==> config.mk <==
export PLATFORM = sky130hd
export DESIGN_NAME = ctx_cfg_parser
export DESIGN_NICKNAME = d
export VERILOG_FILES = /design/src/rtl/ctx_cfg_pkg.sv /design/src/rtl/ctx_char_decode.sv /design/src/rtl/ctx_table.sv /design/src/rtl/ctx_cfg_parser.sv
export SDC_FILE = /design/constraint.sdc
export NUM_CORES = 1
export LEC_CHECK = 0
export BUFFER_PORTS_ARGS = -buffer_cell sky130_fd_sc_hd__buf_2
export CAP_MARGIN = 20
export CORE_UTILIZATION = 55
export DETAILED_ROUTE_END_ITERATION = 8
export PLACE_DENSITY = 0.83
export SLEW_MARGIN = 15
export SYNTH_ARGS = -nofsm -noshare
export SYNTH_HDL_FRONTEND = slang
export SYNTH_SLANG_ARGS = --single-unit
==> constraint.sdc <==
create_clock -name clk -period 4.1 [get_ports clk]
set_clock_uncertainty 0.05 [all_clocks]
set_input_delay 0.205 -clock clk [delete_from_list [all_inputs] [get_ports clk]]
set_output_delay 0.205 -clock clk [all_outputs]
set_load 0.05 [all_outputs]
==> src/rtl/ctx_cfg_pkg.sv <==
package ctx_cfg_pkg;

    typedef enum logic [1:0] {
        MODE_USER = 2'd0,
        MODE_SUPV = 2'd1,
        MODE_MACH = 2'd3
    } priv_mode_e;

    typedef enum logic [1:0] {
        ST_IDLE  = 2'd0,
        ST_PARSE = 2'd1,
        ST_DONE  = 2'd2,
        ST_ERROR = 2'd3
    } pstate_e;

    typedef enum logic [1:0] {
        ERR_NONE    = 2'd0,
        ERR_BADCHAR = 2'd1,
        ERR_DUPMODE = 2'd2,
        ERR_FULL    = 2'd3
    } perr_e;

endpackage

==> src/rtl/ctx_char_decode.sv <==
module ctx_char_decode
    import ctx_cfg_pkg::*;
(
    input  logic [7:0] ch,
    output logic       is_sep,
    output logic       is_mode,
    output priv_mode_e mode,
    output logic [2:0] mode_oh
);
    always_comb begin
        is_sep  = 1'b0;
        is_mode = 1'b0;
        mode    = MODE_USER;
        mode_oh = 3'b000;
        case (ch)
            8'h2C: is_sep = 1'b1;
            8'h55: begin is_mode = 1'b1; mode = MODE_USER; mode_oh = 3'b001; end
            8'h53: begin is_mode = 1'b1; mode = MODE_SUPV; mode_oh = 3'b010; end
            8'h4D: begin is_mode = 1'b1; mode = MODE_MACH; mode_oh = 3'b100; end
            default: ;
        endcase
    end
endmodule

==> src/rtl/ctx_table.sv <==
module ctx_table
    import ctx_cfg_pkg::*;
#(
    parameter int DEPTH  = 16,
    parameter int CORE_W = 8,
    localparam int IDX_W = $clog2(DEPTH)
) (
    input  logic              clk,
    input  logic              rst_n,
    input  logic              wr_en,
    input  logic [IDX_W-1:0]  wr_idx,
    input  logic [CORE_W-1:0] wr_core,
    input  priv_mode_e        wr_mode,
    input  logic [IDX_W-1:0]  rd_idx,
    output logic [CORE_W-1:0] rd_core,
    output priv_mode_e        rd_mode
);
    logic [CORE_W-1:0] core_q [DEPTH];
    priv_mode_e        mode_q [DEPTH];

    for (genvar g = 0; g < DEPTH; g++) begin : g_entry
        logic hit;
        assign hit = wr_en && (wr_idx == IDX_W'(g));
        always_ff @(posedge clk or negedge rst_n) begin
            if (!rst_n) begin
                core_q[g] <= '0;
                mode_q[g] <= MODE_USER;
            end else if (hit) begin
                core_q[g] <= wr_core;
                mode_q[g] <= wr_mode;
            end
        end
    end

    assign rd_core = core_q[rd_idx];
    assign rd_mode = mode_q[rd_idx];
endmodule

==> src/rtl/ctx_cfg_parser.sv <==
module ctx_cfg_parser
    import ctx_cfg_pkg::*;
#(
    parameter int MAX_CTX = 16,
    parameter int CORE_W  = 8,
    localparam int IDX_W  = $clog2(MAX_CTX),
    localparam int CNT_W  = $clog2(MAX_CTX + 1)
) (
    input  logic              clk,
    input  logic              rst_n,
    input  logic              in_valid,
    output logic              in_ready,
    input  logic [7:0]        in_char,
    input  logic              in_end,
    input  logic [CORE_W-1:0] base_core,
    input  logic [IDX_W-1:0]  rd_idx,
    output logic              rd_valid,
    output logic [CORE_W-1:0] rd_core,
    output logic [1:0]        rd_mode,
    output logic [CNT_W-1:0]  ctx_count,
    output logic [CNT_W-1:0]  core_count,
    output logic              done,
    output logic              error,
    output logic [1:0]        err_kind
);
    typedef struct packed {
        pstate_e          st;
        logic [CNT_W-1:0] nctx;
        logic [CNT_W-1:0] ncore;
        logic [2:0]       seen;
        perr_e            err;
    } pstate_t;

    pstate_t s_d, s_q;

    logic       is_sep, is_mode;
    priv_mode_e dec_mode;
    logic [2:0] dec_oh;
    logic       accept, wr_en;
    priv_mode_e tbl_mode;

    ctx_char_decode u_dec (
        .ch      (in_char),
        .is_sep  (is_sep),
        .is_mode (is_mode),
        .mode    (dec_mode),
        .mode_oh (dec_oh)
    );

    assign in_ready = (s_q.st == ST_IDLE) || (s_q.st == ST_PARSE);
    assign accept   = in_valid && in_ready;

    always_comb begin
        s_d   = s_q;
        wr_en = 1'b0;
        if (accept) begin
            s_d.st = ST_PARSE;
            if (in_end || is_sep) begin
                if (s_q.seen != 3'b000) s_d.ncore = s_q.ncore + 1'b1;
                s_d.seen = 3'b000;
                if (in_end) s_d.st = ST_DONE;
            end else if (is_mode) begin
                if ((s_q.seen & dec_oh) != 3'b000) begin
                    s_d.st  = ST_ERROR;
                    s_d.err = ERR_DUPMODE;
                end else if (s_q.nctx == CNT_W'(MAX_CTX)) begin
                    s_d.st  = ST_ERROR;
                    s_d.err = ERR_FULL;
                end else begin
                    wr_en     = 1'b1;
                    s_d.nctx  = s_q.nctx + 1'b1;
                    s_d.seen  = s_q.seen | dec_oh;
                end
            end else begin
                s_d.st  = ST_ERROR;
                s_d.err = ERR_BADCHAR;
            end
        end
    end

    always_ff @(posedge clk or negedge rst_n) begin
        if (!rst_n) begin
            s_q <= '{st: ST_IDLE, nctx: '0, ncore: '0, seen: 3'b000, err: ERR_NONE};
        end else begin
            s_q <= s_d;
        end
    end

    ctx_table #(.DEPTH(MAX_CTX), .CORE_W(CORE_W)) u_tbl (
        .clk     (clk),
        .rst_n   (rst_n),
        .wr_en   (wr_en),
        .wr_idx  (s_q.nctx[IDX_W-1:0]),
        .wr_core (base_core + CORE_W'(s_q.ncore)),
        .wr_mode (dec_mode),
        .rd_idx  (rd_idx),
        .rd_core (rd_core),
        .rd_mode (tbl_mode)
    );

    assign rd_mode    = tbl_mode;
    assign rd_valid   = CNT_W'(rd_idx) < s_q.nctx;
    assign ctx_count  = s_q.nctx;
    assign core_count = s_q.ncore;
    assign done       = (s_q.st == ST_DONE);
    assign error      = (s_q.st == ST_ERROR);
    assign err_kind   = s_q.err;


    done_hold_chk: assert property (@(posedge clk) disable iff (!rst_n)
        done |=> done && !in_ready && $stable(ctx_count) && $stable(core_count));


    err_sticky_chk: assert property (@(posedge clk) disable iff (!rst_n)
        error |=> error && !done && !in_ready && $stable(ctx_count) && $stable(err_kind));


    no_overflow_chk: assert property (@(posedge clk) disable iff (!rst_n)
        ctx_count <= CNT_W'(MAX_CTX));


    core_le_ctx_chk: assert property (@(posedge clk) disable iff (!rst_n)
        core_count <= ctx_count);


    ctx_step_chk: assert property (@(posedge clk) disable iff (!rst_n)
        (in_valid && in_ready) |=>
            (ctx_count == $past(ctx_count)) || (ctx_count == $past(ctx_count) + 1'b1));


    err_code_chk: assert property (@(posedge clk) disable iff (!rst_n)
        error == (err_kind != 2'd0));
endmodule

Word level (Yosys, flattened, before mapping)
Index checks and enable logic that the tools add are counted.
{ "word_totals": {"word_cells": 130, "regBits": 177, "in_bits": 24, "out_inout_bits": 26} }
{ "op_classes": {"n_mux": 27, "n_lt_le_gt_ge": 2, "bitwise_logic": 6, "n_reduce_logical": 29, "addsub": 3, "n_eq_ne": 26} }
{ "ops": {"columns": ["operator", "count"], "rows": [
  ["$bmux W8 S4", 1],
  ["$eq A4 B4 Y1 const B", 8],
  ["$eq A8 B7 Y1 const B", 3],
  ["$mux W2", 10],
  ["$logic_and A1 B1 Y1", 17],
  ["$eq A4 B3 Y1 const B", 4],
  ["$mux W8", 2],
  ["$mux W3", 4],
  ["$add A5 B1 Y5 const B", 2],
  ["$pmux W3 S3", 1],
  ["$add A8 B5 Y8", 1],
  ["$bmux W2 S4", 1],
  ["$eq A4 B2 Y1 const B", 2],
  ["$eq A8 B6 Y1 const B", 1],
  ["$mux W1", 7],
  ["$reduce_and A3 Y1", 2],
  ["$reduce_bool A3 Y1", 2],
  ["$eq A5 B5 Y1 const B", 1],
  ["$ge A5 B5 Y1 const B", 1],
  ["$lt A4 B5 Y1", 1],
  ["$not A4 Y5", 1],
  ["$reduce_and A5 Y1", 1],
  ["$eq A2 B2 Y1 const B", 2],
  ["$eq A4 B1 Y1 const B", 1],
  ["other kinds (13)", 17]
]} }

Depth between registers and ports, before layout
{ "logic_depth": {"word_depth": 9, "depth_mapped": 9, "depth_no_buf": 8} }

Hierarchy
A second synthesis with hierarchy kept.
{ "unflattened": {"cells_unflattened": 603, "hier_area_um2": 8590.7} }
{ "by_module_without_submodules": {"columns": ["mod", "n_inst", "seq_area_each_um2", "area_per_inst_um2", "cells_per_inst"], "rows": [
  ["ctx_table", 1, 4003.8, 7201.9, 446],
  ["ctx_cfg_parser", 1, 425.4, 1275.0, 141],
  ["ctx_char_decode", 1, 0.0, 113.9, 16]
]} }

Least setup slack after synthesis
OpenSTA, ideal clock, no wires.
{ "synth_timing": {"path_kind": "reg-to-reg", "start": "reg s_q, in the netlist ctx_count[0]", "end": "reg u_tbl.core_q[10] (netlist bit)", "path_buffers": 1, "setup_time_ns": 0.125, "synth_period_minus_slack_ns": 2.482, "required_ns": 3.925, "path_stages_with_launch": 8, "arrival_ns": 2.307, "setup_slack_ns": 1.618, "cell_sequence": "dfrtp_1 -> inv_1 -> ha_1 -> a31oi_4 -> nand4_4 -> buf_6 -> nor3_4 -> mux2_4"} }
{ "synth_via": {"elab_chain_cells": 7, "elab_cells_between_ends": 8, "cone_classes": "eq/ne (2); mux (5); reduce/logical (1)"} }
{ "synth_rtl": {"columns": ["element", "line_no", "rtl"], "rows": [
  ["start, declared", "ctx_cfg_parser.sv:34", "pstate_t s_d, s_q;"],
  ["start signal, assigned", "ctx_cfg_parser.sv:83", "s_q <= '{st: ST_IDLE, nctx: '0, ncore: '0, seen: 3'b000, err: ERR_NONE};"],
  ["$eq A5 B5 Y1", "ctx_cfg_parser.sv:66", "end else if (s_q.nctx == CNT_W'(MAX_CTX)) begin"],
  ["$mux W1", "ctx_cfg_parser.sv:66", null],
  ["$mux W1", "ctx_cfg_parser.sv:63", "if ((s_q.seen & dec_oh) != 3'b000) begin"],
  ["$mux W1", "ctx_cfg_parser.sv:62", "end else if (is_mode) begin"],
  ["$mux W1", "ctx_cfg_parser.sv:58", "if (in_end || is_sep) begin"],
  ["$mux W1", "ctx_cfg_parser.sv:56", "if (accept) begin"],
  ["$logic_and A1 B1 Y1 (*)", "ctx_table.sv:23", "assign hit = wr_en && (wr_idx == IDX_W'(g));"],
  ["end signal, assigned by index", "ctx_table.sv:29", "core_q[g] <= wr_core;"],
  ["end, declared", "ctx_table.sv:18", "logic [CORE_W-1:0] core_q [DEPTH];"]
]} }
Every way passes the cells marked *; elsewhere a longest branch is shown, timed or not.
A chain may end at the register's enable or synchronous reset.

Final worst setup path
{ "layout_timing": {"start": "reg s_q, in the netlist ctx_count[0]", "end": "reg u_tbl.core_q[15] (netlist bit)"} }
The elaborated chain is that of the path after synthesis.

==> impl_results.md <==
- Overall fraction of global-route tracks in use: 26.2%
- Result of the run: finished clean
- Most instantiated library cell after synthesis: sky130_fd_sc_hd__dfrtp_1
- Total negative slack: 0 ps
- Hold violation total from the final report: 0
- Design Area, Final: 10100 um^2
- Worst slew pin tran: 919 ps
- Crit-path leading delay family: simple AND/OR/NAND/NOR gates
- Worst min path class: in2reg
- Kind of critical path: reg2reg
- HPWL after detailed placement: 12700 um
- Max Buffers Root-to-Sink: 2
- Slew HR: 38.5%
- Wire length of the first global-routing pass: 32200 um
- Filler Cells Inserted: 1132
- Pins Over Slew Limit: 0
- Crit path required time: 4360 ps
- CTS tree: yes
- Core Region: 15900 um^2
- Worst Reg2Reg Path Length in Cells: 6
- Critical path endpoint: u_tbl.core_q[15]$_DFFE_PN0P_
- Top cell type's share of synthesized area: 49.2%
- Number of warnings printed during yosys synthesis: 0
- Ranking of synthesized cells by instance count: sky130_fd_sc_hd__dfrtp_1 (177), sky130_fd_sc_hd__mux2_2 (87), sky130_fd_sc_hd__mux2_4 (54)
- Via count of the first global-routing pass: 5742
- Number of cells on the critical path: 6
- Share of final-layout standard cells stronger than drive strength 1: 47.7%
- Critical register-to-register path startpoint: ctx_count[0]$_DFFE_PN0P_
- Weighted congestion at the end of routability-driven global placement: 0.871
- Worst setup EP type: flop
- Die extent in x: 130 um
- Initial core utilization: 56.5%
- Terminus of the critical flop-to-flop path: u_tbl.core_q[15]$_DFFE_PN0P_
- Sum of routed wire length over all layers: 19700 um
- Count of distinct cell types in the synthesized netlist: 52
- Post-synthesis area per instance: 15.1 um^2
- Cell with the largest stage delay on the worst path: sky130_fd_sc_hd__nor3_4
- DRC violations left: 0
- Y dimension of the die: 130 um
- CTS H-tree depth: 4
- Syn nets: 634
- Average routed wire per standard cell: 22.8 um
- Startpoint type of the worst setup path: flop
- Placement Cell Area: 9400 um^2
- Final global-route overflow total: 0
- Core Rows: 46
- Total Die Area: 16900 um^2
- Latest clock arrival within the worst-skew pair: 430 ps
- Worst-path clk slew: 60 ps
- Period utilisation layout: 74.6%
- Unrepaired setup endpoints after global routing: no
- Post-DRT Antenna Nets: 0
- Pin count of the biggest net entering global routing: 96
- I/O pin cnt: 50
- Drt via density: 6.10
- Maximum fanout along the worst path: 17
- Cell count after synthesis: 596
- Arrival time of the worst setup path: 3320 ps
- Number of antenna violations at the first check in global routing: 1
- Leakage component of the power: 4.95 nW
- Largest area contributor in the netlist: sky130_fd_sc_hd__dfrtp_1
- Highest cell delay on the worst timing path: 930 ps
- VDD IR max: 0.342 mV
- Buffers plus inverters on the worst setup path: 1
- Clk sink count: 177
- PD cells: 367 nW/um^2
- Number of DRC violations after detailed-routing iteration 0: 405
- Overall via count from detail_route: 5284
- Sequential-to-total area share from yosys stat: 49.2%
- # nets final: 675
- Most common flop cell mapped by yosys: sky130_fd_sc_hd__dfrtp_1
- Worst-case register-to-register setup slack: 1040 ps
- Share of synthesized registers carrying an async set or reset: 100%
- CTS-repair resized insts: 0
- Final setup violation count: 0
- Main area contributors after synthesis: sky130_fd_sc_hd__dfrtp_1 (49%), sky130_fd_sc_hd__mux4_2 (13%), sky130_fd_sc_hd__mux2_2 (11%)
- CP startpoint: ctx_count[0]$_DFFE_PN0P_
- Time the final worst path needs with I/O delays and setup: 3060 ps
- Cell Chain, Critical Path: inv_1 > ha_1 > a31oi_4 > nand4_4 > nor3_4 > mux2_4
- Maximum operating frequency: 327 MHz
- Antenna cells: 0
- Area added between synthesis and finish: 12.2%
- Number of enable flip-flop cells after synthesis: 0
- Clock root buffer: sky130_fd_sc_hd__clkbuf_16
- Netlist Area Pre-Place: 9000 um^2
- Input/output buffers: 49
- CTS buffer count: 17
- Total iterations of the first detailed-routing run: 4
- Flop and latch count out of synthesis: 177
- Max Cap Viol: 0
## metal layers
layer | wire [um] | up-vias | GRT usage (%)
met5 | 13 | - | 0
met4 | 269 | 2 | 7.66
met3 | 1040 | 31 | 6.31
met2 | 10000 | 149 | 43.0
met1 | 8420 | 2834 | 35.0
li1 | - | 2268 | -
## kinds of logic after synthesis
group / Yosys count / synth area share, %
AO/OA/AOI/OAI: 31 / 2.36
adder cells (fa/ha/maj): 14 / 2.03
multiplexers: 210 / 34.5
AND/OR/NAND/NOR: 87 / 7.24
buffers and inverters: 64 / 3.38
XOR/XNOR: 13 / 1.26
flip-flops: 177 / 49.2
## what timing repair did
action / 4_1_cts / 5_1_grt
hold buffers: 3 / 0
setup buffers: 0 / 0
hold endpoints to repair: 84 / 0
## worst min path at each step
stage / to / slack [ps] / cells past startpoint / from
5_1_grt: err_kind[1]$_DFFE_PN0P_ / 120 / 3 / in_char[0]
3_3_place_gp: err_kind[1]$_DFFE_PN0P_ / 240 / 1 / rst_n
3_5_place_dp: err_kind[1]$_DFFE_PN0P_ / 260 / 1 / rst_n
6_report: err_kind[1]$_DFFE_PN0P_ / 130 / 3 / in_char[0]
4_1_cts: s_q[3]$_DFFE_PN0P_ / 70 / 3 / in_char[1]
2_1_floorplan: core_count[0]$_DFFE_PN0P_ / -140 / 0 / rst_n
## cell usage in the layout, fill, tap and decap left out, drive strengths merged, types with 9 or more instances in the layout
master and count:
a21oi 11, buf 57, clkbuf 25, dfrtp 177, ha 13, inv 25
mux2 144, mux2i 16, mux4 50, nand2 23, nor2 13, nor3 16
o21ai 10, xnor2 9
## worst reg2reg max path, stage by stage, from the launching register on
cell                      delay (ps)
sky130_fd_sc_hd__dfrtp_1         450
sky130_fd_sc_hd__inv_1           120
sky130_fd_sc_hd__ha_1            310
sky130_fd_sc_hd__a31oi_4         240
sky130_fd_sc_hd__nand4_4         470
sky130_fd_sc_hd__nor3_4          940
sky130_fd_sc_hd__mux2_4          360
## sequential cells by signal (all words and copies together), names as in the netlist
name / cells
s_q: 5
ctx_count: 5
u_tbl.mode_q: 32
u_tbl.core_q: 128
err_kind: 2
core_count: 5
## stage by stage
stage | util [%] | hold WS, ps | instances | power (mW) | worst slack (ps)
2_1_floorplan | - | -141 | 596 | 1.91 | 1620
3_3_place_gp | 58.9 | 236 | 828 | 2.00 | 1200
3_5_place_dp | 59.0 | 257 | 829 | 2.00 | 1100
4_1_cts | 63.1 | 74.5 | 864 | 3.72 | 1070
5_1_grt | 63.4 | 119 | 866 | 3.82 | 954
6_report | 63.4 | 125 | 866 | 3.70 | 1040
## final cells by class
type                       instances  area [um^2]  area share, %
sequential                       177         4430           43.8
multi-input combinational        355         4290           42.4
clock buffer                      24          512           5.07
clock inverter                     8          124           1.23
tap                              216          270           2.68
inverter                          25         93.8          0.929
timing repair buffer              61          387           3.83
## report_power, final
group,leakage [nW],internal [mW],total [mW],switching [mW]
sequential,2.36,1.75,1.76,0.00377
combinational,2.28,0.0682,0.221,0.153
clock,0.308,1.06,1.73,0.671
total,4.95,2.88,3.70,0.827
Power figures use the tool's default switching activity.
